<file path="src/rtl/jw_pkg.sv">
package jw_pkg;
  typedef enum logic [0:0] {
    JW_JOIN = 1'b0,
    JW_WAIT = 1'b1
  } jw_phase_e;
endpackage

</file>
<file path="src/rtl/jw_slot.sv">
module jw_slot #(
  parameter int W = 8
) (
  input  logic         clk,
  input  logic         rst,
  input  logic         flush,
  input  logic         accept,
  input  logic         in_vld,
  input  logic [W-1:0] in_val,
  output logic         held,
  output logic         ready,
  output logic [W-1:0] eff_val
);
  logic [W-1:0] held_val;

  // Ready counts a same-cycle arrival so the join can complete at once.
  assign ready   = held | (accept & in_vld);
  assign eff_val = held ? held_val : in_val;

  always_ff @(posedge clk) begin
    if (rst || flush) begin
      held <= 1'b0;
    end else if (accept && in_vld && !held) begin
      held <= 1'b1;
    end
  end

  always_ff @(posedge clk) begin
    if (rst) begin
      held_val <= '0;
    end else if (accept && in_vld && !held) begin
      held_val <= in_val;
    end
  end
endmodule

</file>
<file path="src/rtl/jw_lat_timer.sv">
module jw_lat_timer #(
  parameter int LAT_W = 8
) (
  input  logic             clk,
  input  logic             rst,
  input  logic             flush,
  input  logic             load,
  input  logic [LAT_W-1:0] lat_in,
  output logic             need_wait,
  output logic             last
);
  logic [LAT_W-1:0] cnt;
  logic [LAT_W-1:0] lat_eff;

  // Zero latency behaves as one.
  assign lat_eff   = (lat_in == '0) ? LAT_W'(1) : lat_in;
  assign need_wait = (lat_eff > LAT_W'(1));
  assign last      = (cnt <= LAT_W'(1));

  always_ff @(posedge clk) begin
    if (rst || flush) begin
      cnt <= '0;
    end else if (load) begin
      cnt <= lat_eff - LAT_W'(1);
    end else if (cnt != '0) begin
      cnt <= cnt - LAT_W'(1);
    end
  end
endmodule

</file>
<file path="src/rtl/jw_ctrl.sv">
module jw_ctrl
  import jw_pkg::*;
(
  input  logic      clk,
  input  logic      rst,
  input  logic      replay,
  input  logic      a_ready,
  input  logic      d_ready,
  input  logic      need_wait,
  input  logic      last,
  output jw_phase_e phase,
  output logic      guard_q,
  output logic      accept,
  output logic      flush,
  output logic      restart,
  output logic      fire
);
  jw_phase_e phase_nx;

  assign restart = replay & ~guard_q;
  assign accept  = (phase == JW_JOIN) & ~restart;
  assign fire    = accept & a_ready & d_ready;
  assign flush   = restart | fire;

  always_comb begin
    phase_nx = phase;
    if (restart) begin
      phase_nx = JW_JOIN;
    end else begin
      unique case (phase)
        JW_JOIN: if (fire && need_wait) phase_nx = JW_WAIT;
        JW_WAIT: if (last) phase_nx = JW_JOIN;
        default: phase_nx = JW_JOIN;
      endcase
    end
  end

  always_ff @(posedge clk) begin
    if (rst) begin
      phase   <= JW_JOIN;
      guard_q <= 1'b0;
    end else begin
      phase   <= phase_nx;
      guard_q <= restart;
    end
  end
endmodule

</file>
<file path="src/rtl/jw_write_seq.sv">
module jw_write_seq
  import jw_pkg::*;
#(
  parameter int ADDR_W = 16,
  parameter int DATA_W = 32,
  parameter int LAT_W  = 8
) (
  input  logic              clk,
  input  logic              rst,
  input  logic              addr_vld,
  input  logic [ADDR_W-1:0] addr_val,
  input  logic              data_vld,
  input  logic [DATA_W-1:0] data_val,
  input  logic [LAT_W-1:0]  lat_cycles,
  input  logic              replay,
  output logic              wr_stb,
  output logic [ADDR_W-1:0] wr_addr,
  output logic [DATA_W-1:0] wr_data
);
  jw_phase_e         phase;
  logic              phase_wait;
  logic              guard_q;
  logic              accept, flush, restart, fire;
  logic              a_held, d_held, a_ready, d_ready;
  logic              need_wait, last;
  logic [ADDR_W-1:0] a_eff;
  logic [DATA_W-1:0] d_eff;

  assign phase_wait = (phase == JW_WAIT);

  jw_slot #(.W(ADDR_W)) addr_slot_i (
    .clk(clk), .rst(rst), .flush(flush), .accept(accept),
    .in_vld(addr_vld), .in_val(addr_val),
    .held(a_held), .ready(a_ready), .eff_val(a_eff)
  );

  jw_slot #(.W(DATA_W)) data_slot_i (
    .clk(clk), .rst(rst), .flush(flush), .accept(accept),
    .in_vld(data_vld), .in_val(data_val),
    .held(d_held), .ready(d_ready), .eff_val(d_eff)
  );

  jw_lat_timer #(.LAT_W(LAT_W)) timer_i (
    .clk(clk), .rst(rst), .flush(restart), .load(fire),
    .lat_in(lat_cycles), .need_wait(need_wait), .last(last)
  );

  jw_ctrl ctrl_i (
    .clk(clk), .rst(rst), .replay(replay),
    .a_ready(a_ready), .d_ready(d_ready),
    .need_wait(need_wait), .last(last),
    .phase(phase), .guard_q(guard_q), .accept(accept),
    .flush(flush), .restart(restart), .fire(fire)
  );

  always_ff @(posedge clk) begin
    if (rst) begin
      wr_stb  <= 1'b0;
      wr_addr <= '0;
      wr_data <= '0;
    end else begin
      wr_stb <= fire;
      if (fire) begin
        wr_addr <= a_eff;
        wr_data <= d_eff;
      end
    end
  end
endmodule

</file>
<file path="config.mk">
export PLATFORM = sky130hd
export DESIGN_NAME = jw_write_seq
export DESIGN_NICKNAME = d
export VERILOG_FILES = /design/src/rtl/jw_pkg.sv /design/src/rtl/jw_slot.sv /design/src/rtl/jw_lat_timer.sv /design/src/rtl/jw_ctrl.sv /design/src/rtl/jw_write_seq.sv
export SDC_FILE = /design/constraint.sdc
export NUM_CORES = 1
export LEC_CHECK = 0
export ABC_AREA = 1
export CAP_MARGIN = 25
export CORE_MARGIN = 4
export CORE_UTILIZATION = 57
export CTS_BUF_LIST = sky130_fd_sc_hd__clkbuf_8
export DETAILED_ROUTE_END_ITERATION = 16
export PLACE_DENSITY_LB_ADDON = 0.1
export SLEW_MARGIN = 20
export SYNTH_ARGS = -nofsm -noshare
export SYNTH_HDL_FRONTEND = slang
export SYNTH_HIERARCHICAL = 1
export SYNTH_SLANG_ARGS = --single-unit
</file>
<file path="constraint.sdc">
create_clock -name clk -period 3.1 [get_ports clk]
set_input_delay 0.62 -clock clk [delete_from_list [all_inputs] [get_ports clk]]
set_output_delay 0.62 -clock clk [all_outputs]
set_load 0.03 [all_outputs]
</file>
Word-level counts from Yosys, hierarchy flattened
Index checks and enable logic that the tools add are counted.

Output and inout bits: 49. Register bits: 109. Bits of input ports: 61.

Reductions and logical operators: 13. Add/subtract/negate cells: 2. Bitwise operators: 12. Order comparisons: 2. Mux-type cells: 8.

Operators by type and width (number): 2-to-1 mux 32 bit (1); 2-to-1 mux 8 bit (3); 2-to-1 mux 16 bit (1); subtractor 8 x 1 -> 8 bit (second input constant) (2); greater-than comparator 8 x 1 -> 1 bit (second input constant) (1); <= comparator 8 x 1 -> 1 bit (second input constant) (1); logical NOT 8 bit (1); nonzero test 8 bit (1); bitwise AND 1 bit (6); logical AND 1 bit (5); inverter 1 bit (3); OR 1 bit (3); logical NOT 1 bit (2); logical OR 1 bit (2); 2-to-1 mux 1 bit (2); one-hot mux 1 bit (2 select lines) (1); nonzero test 2 bit (1); OR reduction 2 bit (1).

Longest topological paths before layout
Gate-level depths: netlist (run 1).

Depth after elaboration: 11. Gate-level depth with buffers: 15. Gate-level depth less buffers: 14.

Hierarchy
Netlist (run 1), hierarchy kept.

By module, submodules not included: jw_write_seq (times used 1, area an instance 2006.9 um2, cells an instance 308, seq. area each 980.9 um2); jw_slot at data_slot_i (times used 1, area an instance 1714.1 um2, cells an instance 282, seq. area each 660.6 um2); jw_slot at addr_slot_i (times used 1, area an instance 873.3 um2, cells an instance 145, seq. area each 340.3 um2); jw_lat_timer (times used 1, area an instance 704.4 um2, cells an instance 118, seq. area each 160.2 um2); jw_ctrl (times used 1, area an instance 110.1 um2, cells an instance 16, seq. area each 40.0 um2).

Least setup slack after synthesis (run 1)
OpenSTA, ideal clock, no wires.

Path kind: in2reg. From: in replay. To: reg timer_i.cnt[2]. Buffers on the path: 1. Setup time: 117 ps. Cell stages on the path: 13. Path slack: 916 ps. Arrival time: 2067 ps. Data required time: 2983 ps. Path through: nand2_2 > inv_2 > nor2_1 > nand2_1 > nand2_1 > nand2_1 > nor3_1 > buf_2 > inv_1 > a21oi_1 > o21ai_0 > o21ai_0 > nor2_1.

Longest elaborated chain between the ends: 8. Elaborated cells on any way between the ends: 12.

Ends and longest elaborated chain: start, declared (RTL line jw_write_seq.sv:15) `input logic replay,`; bitwise AND 1 bit * (RTL line jw_ctrl.sv:20) `assign restart = replay & ~guard_q;`; named net restart (RTL line jw_write_seq.sv:23) `logic accept, flush, restart, fire;`; inverter 1 bit * (RTL line jw_ctrl.sv:21) `assign accept = (phase == JW_JOIN) & ~restart;`; bitwise AND 1 bit * (RTL line jw_ctrl.sv:21); named net accept (RTL line jw_write_seq.sv:23); bitwise AND 1 bit * (RTL line jw_slot.sv:17) `assign ready = held | (accept & in_vld);`; OR 1 bit * (RTL line jw_slot.sv:17); named net a_ready (RTL line jw_write_seq.sv:24) `logic a_held, d_held, a_ready, d_ready;`; bitwise AND 1 bit * (2 in a row) (RTL line jw_ctrl.sv:22) `assign fire = accept & a_ready & d_ready;`; named net fire (RTL line jw_write_seq.sv:23); 2-to-1 mux 8 bit or nonzero test 2 bit (tied branches); end signal, assigned (RTL line jw_lat_timer.sv:24) `cnt <= lat_eff - LAT_W'(1);`; end signal, assigned (RTL line jw_lat_timer.sv:26) `cnt <= cnt - LAT_W'(1);`; end, declared (RTL line jw_lat_timer.sv:12) `logic [LAT_W-1:0] cnt;`.

The timed path passes the listed nets; every way through them passes the cells marked *. A chain may end at the register's enable or synchronous reset.

Worst setup path after layout (run 1)
From: in replay. To: reg timer_i.cnt[3].

The elaborated chain is that of the path after synthesis.

==> results of run 1 <==
## final cells by class
cell class / instances / area (sq um) / area share [%]
repair buffers: 116 / 1180 / 17.7
inverters: 129 / 484 / 7.24
multi-input cells: 591 / 2460 / 36.8
well taps: 129 / 161 / 2.41
clock buffers: 10 / 138 / 2.06
clock inverters: 6 / 76.3 / 1.14
flip-flops and latches: 109 / 2180 / 32.7
## cell families after synthesis
group,share of synthesized area (%)
buffers and inverters,14.3
flip-flops,40.3
AO/OA/AOI/OAI,6.75
XOR/XNOR,0.486
adder cells (fa/ha/maj),0.925
AND/OR/NAND/NOR,37.2
## synthesized netlist by cell type (all sizes together)
library cell / count
nand2: 273
nor2: 220
inv: 129
dfxtp: 109
o21ai: 62
buf: 37
nand3: 9
a21oi: 8
nor3: 5
ha: 4
nand4: 4
clkbuf: 3
or2: 2
xnor2: 2
o211ai: 1
xor2: 1
## critical path, stage by stage
cell and delay, ns:
clkdlybuf4s50_1 0.41, nand2_2 0.11, inv_2 0.06, nor2_1 0.25, nand2_1 0.17, nand2_1 0.12, nand2_1 0.09, nor3_2 0.31
buf_4 0.25, nor3_4 0.07, inv_2 0.09, nand2_1 0.09, nor3_1 0.15
## report_power, final
part	switching (mW)	internal [mW]	total (mW)	leakage [nW]
Combinational	0.675	0.465	1.14	2.15
Sequential	0.0949	1.55	1.64	0.894
Clock	0.493	0.411	0.904	0.109
Total	1.26	2.42	3.68	3.15
## metrics by stage
stage | hold WS [ns] | utilization (%) | cells | setup slack [ns]
detailed placement | 0.463 | 70.0 | 1074 | 0.200
finish | 0.476 | 72.3 | 1090 | 0.569
floorplan | 0.454 | - | 869 | 0.916
global placement | 0.457 | 70.0 | 1074 | 0.351
CTS | 0.476 | 72.3 | 1090 | 0.590
global route | 0.503 | 72.3 | 1090 | 0.348
## state kept, by name, summed over array words and instances (netlist names)
register,count
ctrl_i/phase,1
ctrl_i/guard_q,1
wr_addr,16
addr_slot_i/held,1
wr_stb,1
data_slot_i/held,1
data_slot_i/held_val,32
wr_data,32
addr_slot_i/held_val,16
timer_i/cnt,8
## metal layers
metal  wire [um]  share of wire (%)
met1        5110                 44
met2        5830                 50
met3         612                5.2
met4         134                1.1
met5           0                  0
## placed cells by master, fill, tap and decap left out
cell type,Yosys,final
a21oi_1,6,6
a21oi_2,2,2
clkbuf_8,0,10
buf_4,2,4
nand2_1,269,269
ha_1,4,4
nor3_4,1,1
inv_2,4,4
inv_8,0,1
nor3_1,4,3
clkdlybuf4s50_1,0,109
nor2_8,1,1
nor2_4,1,1
dfxtp_1,109,108
bufinv_16,0,1
xor2_1,1,1
or2_1,2,2
nand2_2,4,4
o21ai_0,61,61
inv_1,125,125
nor3_2,0,1
o211ai_1,1,1
nor2_1,214,214
xnor2_1,2,2
clkinv_4,0,2
o21ai_1,1,1
inv_6,0,2
buf_12,0,3
dfxtp_2,0,1
nor2_2,4,4
nand3_1,9,9
nand4_1,4,4
## worst min path at each step
stage | end | slack [ns] | depth (start not counted)
floorplan | data_slot_i/held_val[31] | 0.45 | 2
global placement | wr_data[21] | 0.46 | 2
detailed placement | wr_data[24] | 0.46 | 2
CTS | wr_data[24] | 0.48 | 2
global route | data_slot_i/held_val[25] | 0.50 | 2
finish | wr_data[24] | 0.48 | 2
==> flow_summary.json, run 1 <==
{
  "busiest_layer": "met2",
  "endpoint_kind": "flip-flop",
  "critical_path.endpoint": "timer_i/cnt[3]",
  "final_nets": 1021,
  "final_design_area_no_fill_sq_um": 6680,
  "r2r_cells": 13,
  "die_w_um": 105,
  "p_leak_nw": 3.15,
  "drc_errors": 0,
  "postCtsSetupBuffers": 0,
  "antenna_cells": 0,
  "hold_viol": 0,
  "cts.root.buffer_cell": "clkbuf_8",
  "cts_resized": 0,
  "ys_top_cells_by_area": "dfxtp_1 (40%), nand2_1 (19%), nor2_1 (15%)",
  "seq_area_frac_synth_pct": 40.3,
  "grt_pass1_wl_um": 19800,
  "syn_to_final_growth_pct": 23.6,
  "critPathLaunchType": "primary input",
  "synth_area_sq_um": 5410,
  "syn_inst": 869,
  "relSlewSlack_pct": 43.1,
  "core.rowCount": 35,
  "syn_nets": 934,
  "dp_hpwl_um": 8330,
  "die_y_um": 105,
  "ys_ff_latch": 109,
  "setup_violations": 0,
  "synth_top_area_share_pct": 40.3,
  "dpl_cell_area_sq_um": 6470,
  "fillCellCount": 818,
  "cts_tree": "done",
  "grt.met2_usage_pct": 38.0,
  "routedWlPerCell_um": 10.7,
  "via_count": 5137,
  "use_met1_pct": 25.1,
  "portBuffers": 109,
  "grt.overflow.total": 0,
  "ctsHoldBuffers": 0,
  "coreArea_sq_um": 9240,
  "drtIter0Drc": 192,
  "cp.arrival_ns": 2.81,
  "initial_core_util_pct": 58.5,
  "final-max-slew-violation-count": 0,
  "status": "complete, no violations",
  "cts_made_buffers": 9,
  "clock_skew_ns": 0.0143,
  "period_needed_ns": 2.53,
  "clock_sinks": 109,
  "r2r-start": "ctrl_i/guard_q",
  "ff2ff_setup_slack_ns": 0.92,
  "grt_pass1_vias": 4734,
  "antenna_left": 0,
  "clk_pin_slew_ns": 0.10,
  "antenna_found_initial": 0,
  "path_class": "primary input to flip-flop",
  "r2r-end": "timer_i/cnt[3]",
  "drive_gt1_share_pct": 4.37,
  "worst_pin_slew_ns": 0.852,
  "cp_max_fo": 9,
  "finalWirelength_um": 11700,
  "synth-warning-count": 6,
  "cts_buffer_depth": 2,
  "yosysTopAreaCell": "dfxtp_1",
  "via_per_inst": 4.71,
  "drtPass1Iterations": 5,
  "fin_crit_sh_pct": 81.7,
  "required_ns": 3.38,
  "routabilityCongestion": 0.883,
  "grtUsageMet3_pct": 3.12,
  "power_mw": 3.68,
  "min_from": "wr_data[24]",
  "rsz0062_at_grt": "no",
  "min_path_type": "flip-flop to flip-flop",
  "syn_area_per_cell_sq_um": 6.22,
  "startpoint": "replay",
  "clkLatencyLatePin_ns": 0.36,
  "peakVddDrop_mv": 0.671,
  "drv_cap": 0,
  "grt_usage_pct": 20.9,
  "p_per_area_nw_per_um2": 551,
  "ys_types": 28,
  "tns_ns": 0,
  "dieArea_sq_um": 11100,
  "io_pins": 110,
  "htreeDepth": 3,
  "fmax_mhz": 395,
  "grt_max_degree": 72
}
No activity file was read; power rests on OpenSTA's default activity.
==> run 2: changes to the inputs <==
--- a/config.mk
+++ b/config.mk
@@ -8,7 +8,7 @@
 export ABC_AREA = 1
 export CAP_MARGIN = 25
 export CORE_MARGIN = 4
-export CORE_UTILIZATION = 57
+export CORE_UTILIZATION = 53
 export CTS_BUF_LIST = sky130_fd_sc_hd__clkbuf_8
 export DETAILED_ROUTE_END_ITERATION = 16
 export PLACE_DENSITY_LB_ADDON = 0.1
==> constraint.sdc (replaced) <==
create_clock -name clk -period 2.35 [get_ports clk]
set_input_delay 0.47 -clock clk [delete_from_list [all_inputs] [get_ports clk]]
set_output_delay 0.47 -clock clk [all_outputs]
set_load 0.03 [all_outputs]
==> flow_summary.json, run 2 (synthesis gave the netlist of run 1 again) <==
{
  "p_int_mw": 3.05,
  "period_needed_ns": 2.14,
  "grt_usage_pct": 20.8,
  "via_count": 5150,
  "min_path_type": "flip-flop to flip-flop",
  "drive_gt1_share_pct": 5.44,
  "grt.overflow.total": 0,
  "final_nets": 1035,
  "clk_pin_slew_ns": 0.09,
  "critPathLaunchType": "primary input",
  "p_switching_mw": 1.64,
  "hold_viol": 0,
  "r2r-start": "ctrl_i/guard_q",
  "path_cells": "clkdlybuf4s50_1 -> nand2_2 -> inv_2 -> nor2_1 -> nand2_1 -> nand2_1 -> nand2_1 -> nor3_2 -> inv_1 -> a21oi_1 -> o21ai_0 -> o21ai_0 -> nor2_1",
  "p_per_area_nw_per_um2": 694,
  "cts_buffer_depth": 2,
  "cts_resized": 0,
  "routabilityCongestion": 0.875,
  "power_mw": 4.68,
  "stdcell_count": 1107,
  "cts.root.buffer_cell": "clkbuf_8",
  "coreArea_sq_um": 9860,
  "finalWirelength_um": 11800,
  "fin_ws_ns": 0.207,
  "peakVddDrop_mv": 0.550,
  "cts_made_buffers": 9,
  "initial_core_util_pct": 54.8,
  "pwr-share-clk_pct": 21.2,
  "drc_errors": 0,
  "via_per_inst": 4.65,
  "die_w_um": 109,
  "die_y_um": 109,
  "path_class": "primary input to flip-flop",
  "layout_common_cells": "nand2_1 (269), nor2_1 (214), inv_1 (127)",
  "postCtsSetupBuffers": 0,
  "routedWlPerCell_um": 10.6,
  "fmax_mhz": 467,
  "portBuffers": 109,
  "min_from": "wr_data[25]",
  "grt_pass1_wl_um": 20000,
  "tns_ns": 0,
  "p_seq_share_pct": 46.2,
  "cp_max_fo": 9,
  "clkLatencyLatePin_ns": 0.37,
  "ctsHoldBuffers": 0,
  "pre_cts_slack_ns": -0.126,
  "dp_hpwl_um": 8590,
  "grt_pass1_vias": 4780,
  "io_pins": 110,
  "syn_to_final_growth_pct": 24.8,
  "clock_skew_ns": 0.00965,
  "core.rowCount": 36,
  "cts_tree": "done",
  "fin_crit_sh_pct": 91.2,
  "rsz0062_at_grt": "no",
  "crit_buf_inv": 3,
  "final_design_area_no_fill_sq_um": 6750,
  "grt_max_degree": 64,
  "pwr-share-comb_pct": 32.6,
  "antenna_found_initial": 0,
  "worst_pin_slew_ns": 0.853,
  "startpoint": "replay",
  "crit_family": "simple AND/OR/NAND/NOR gates",
  "status": "complete, no violations",
  "dpl_cell_area_sq_um": 6590,
  "final_common_cell": "nand2_1",
  "drv_cap": 0,
  "p_leak_nw": 3.20,
  "cp.arrival_ns": 2.41,
  "fillCellCount": 874,
  "endpoint_kind": "flip-flop",
  "drtPass1Iterations": 4,
  "final-max-slew-violation-count": 0,
  "required_ns": 2.62,
  "antenna_cells": 0,
  "crit_path_max_incr_delay_ns": 0.44,
  "reg_top3": "data_slot_i/held_val: 32 flops, wr_data: 32 flops",
  "cp_slowest_cell": "clkdlybuf4s50_1",
  "dp_cells": 1092,
  "drtIter0Drc": 227,
  "dieArea_sq_um": 11900,
  "path_common_cell": "nand2_1",
  "antenna_left": 0,
  "setup_violations": 0,
  "clock_sinks": 109,
  "p_sw_share_pct": 35.0,
  "relSlewSlack_pct": 43.0,
  "htreeDepth": 3
}
[run 2: changes by cell type in the layout (fill, tap and decap cells not counted), sizes merged]
cell      previous run  this run
inv                132       131
buf                  7        21
clkinv               2         3
clkbuf              10         9
clkinvlp             0         1
bufinv               1         0
[run 2: final timing paths]
| path | endpoint | slack [ns] | cells past startpoint |
|---|---|---|---|
| worst min-delay path | wr_data[25] | 0.47 | 2 |
| worst max-delay path | timer_i/cnt[2] | 0.21 | 13 |
| worst min register to register | wr_data[25] | 0.47 | 2 |
| worst max register to register | timer_i/cnt[2] | 0.41 | 13 |
[run 2: worst register-to-register path: stages (launching register included)]
cell and delay [ns]:
dfxtp_1 0.32, inv_1 0.04, nand2_2 0.06, inv_2 0.04
nor2_1 0.20, nand2_1 0.12, nand2_1 0.08, nand2_1 0.07
nor3_2 0.23, inv_1 0.20, a21oi_1 0.18, o21ai_0 0.13
o21ai_0 0.09, nor2_1 0.06
[run 2: cell type report]
cell class / count / area [sq um] / share of cell area (%)
inverters: 129 / 484 / 7.17
well taps: 133 / 166 / 2.47
repair buffers: 130 / 1300 / 19.2
clock inverters: 6 / 33.8 / 0.500
multi-input cells: 591 / 2460 / 36.4
clock buffers: 9 / 124 / 1.84
flip-flops and latches: 109 / 2180 / 32.3
[run 2: layer usage]
| metal | GRT usage (%) | routed length, um | share of wire (%) | up-vias |
|---|---|---|---|---|
| li1 | - | - | - | 2755 |
| met5 | 0 | 0 | 0 | - |
| met4 | 7.48 | 227 | 1.9 | 0 |
| met1 | 23.9 | 5130 | 44 | 2270 |
| met2 | 37.7 | 5820 | 49 | 102 |
| met3 | 4.38 | 584 | 5.0 | 23 |
[run 2: through the flow]
stage	utilization [%]	hold slack (ns)
floorplan	-	0.454
global placement	66.8	0.456
detailed placement	66.8	0.461
CTS	68.4	0.476
global route	68.4	0.495
finish	68.4	0.472
[run 2: power by group through the flow]
stage / registers [mW] / logic (mW) / clock network, mW
2_1_floorplan: 2.28 / 1.02 / 0
3_3_place_gp: 2.20 / 1.50 / 0
3_5_place_dp: 2.21 / 1.54 / 0
4_1_cts: 2.17 / 1.54 / 1.03
5_1_grt: 2.19 / 1.75 / 1.10
6_report: 2.17 / 1.53 / 0.991
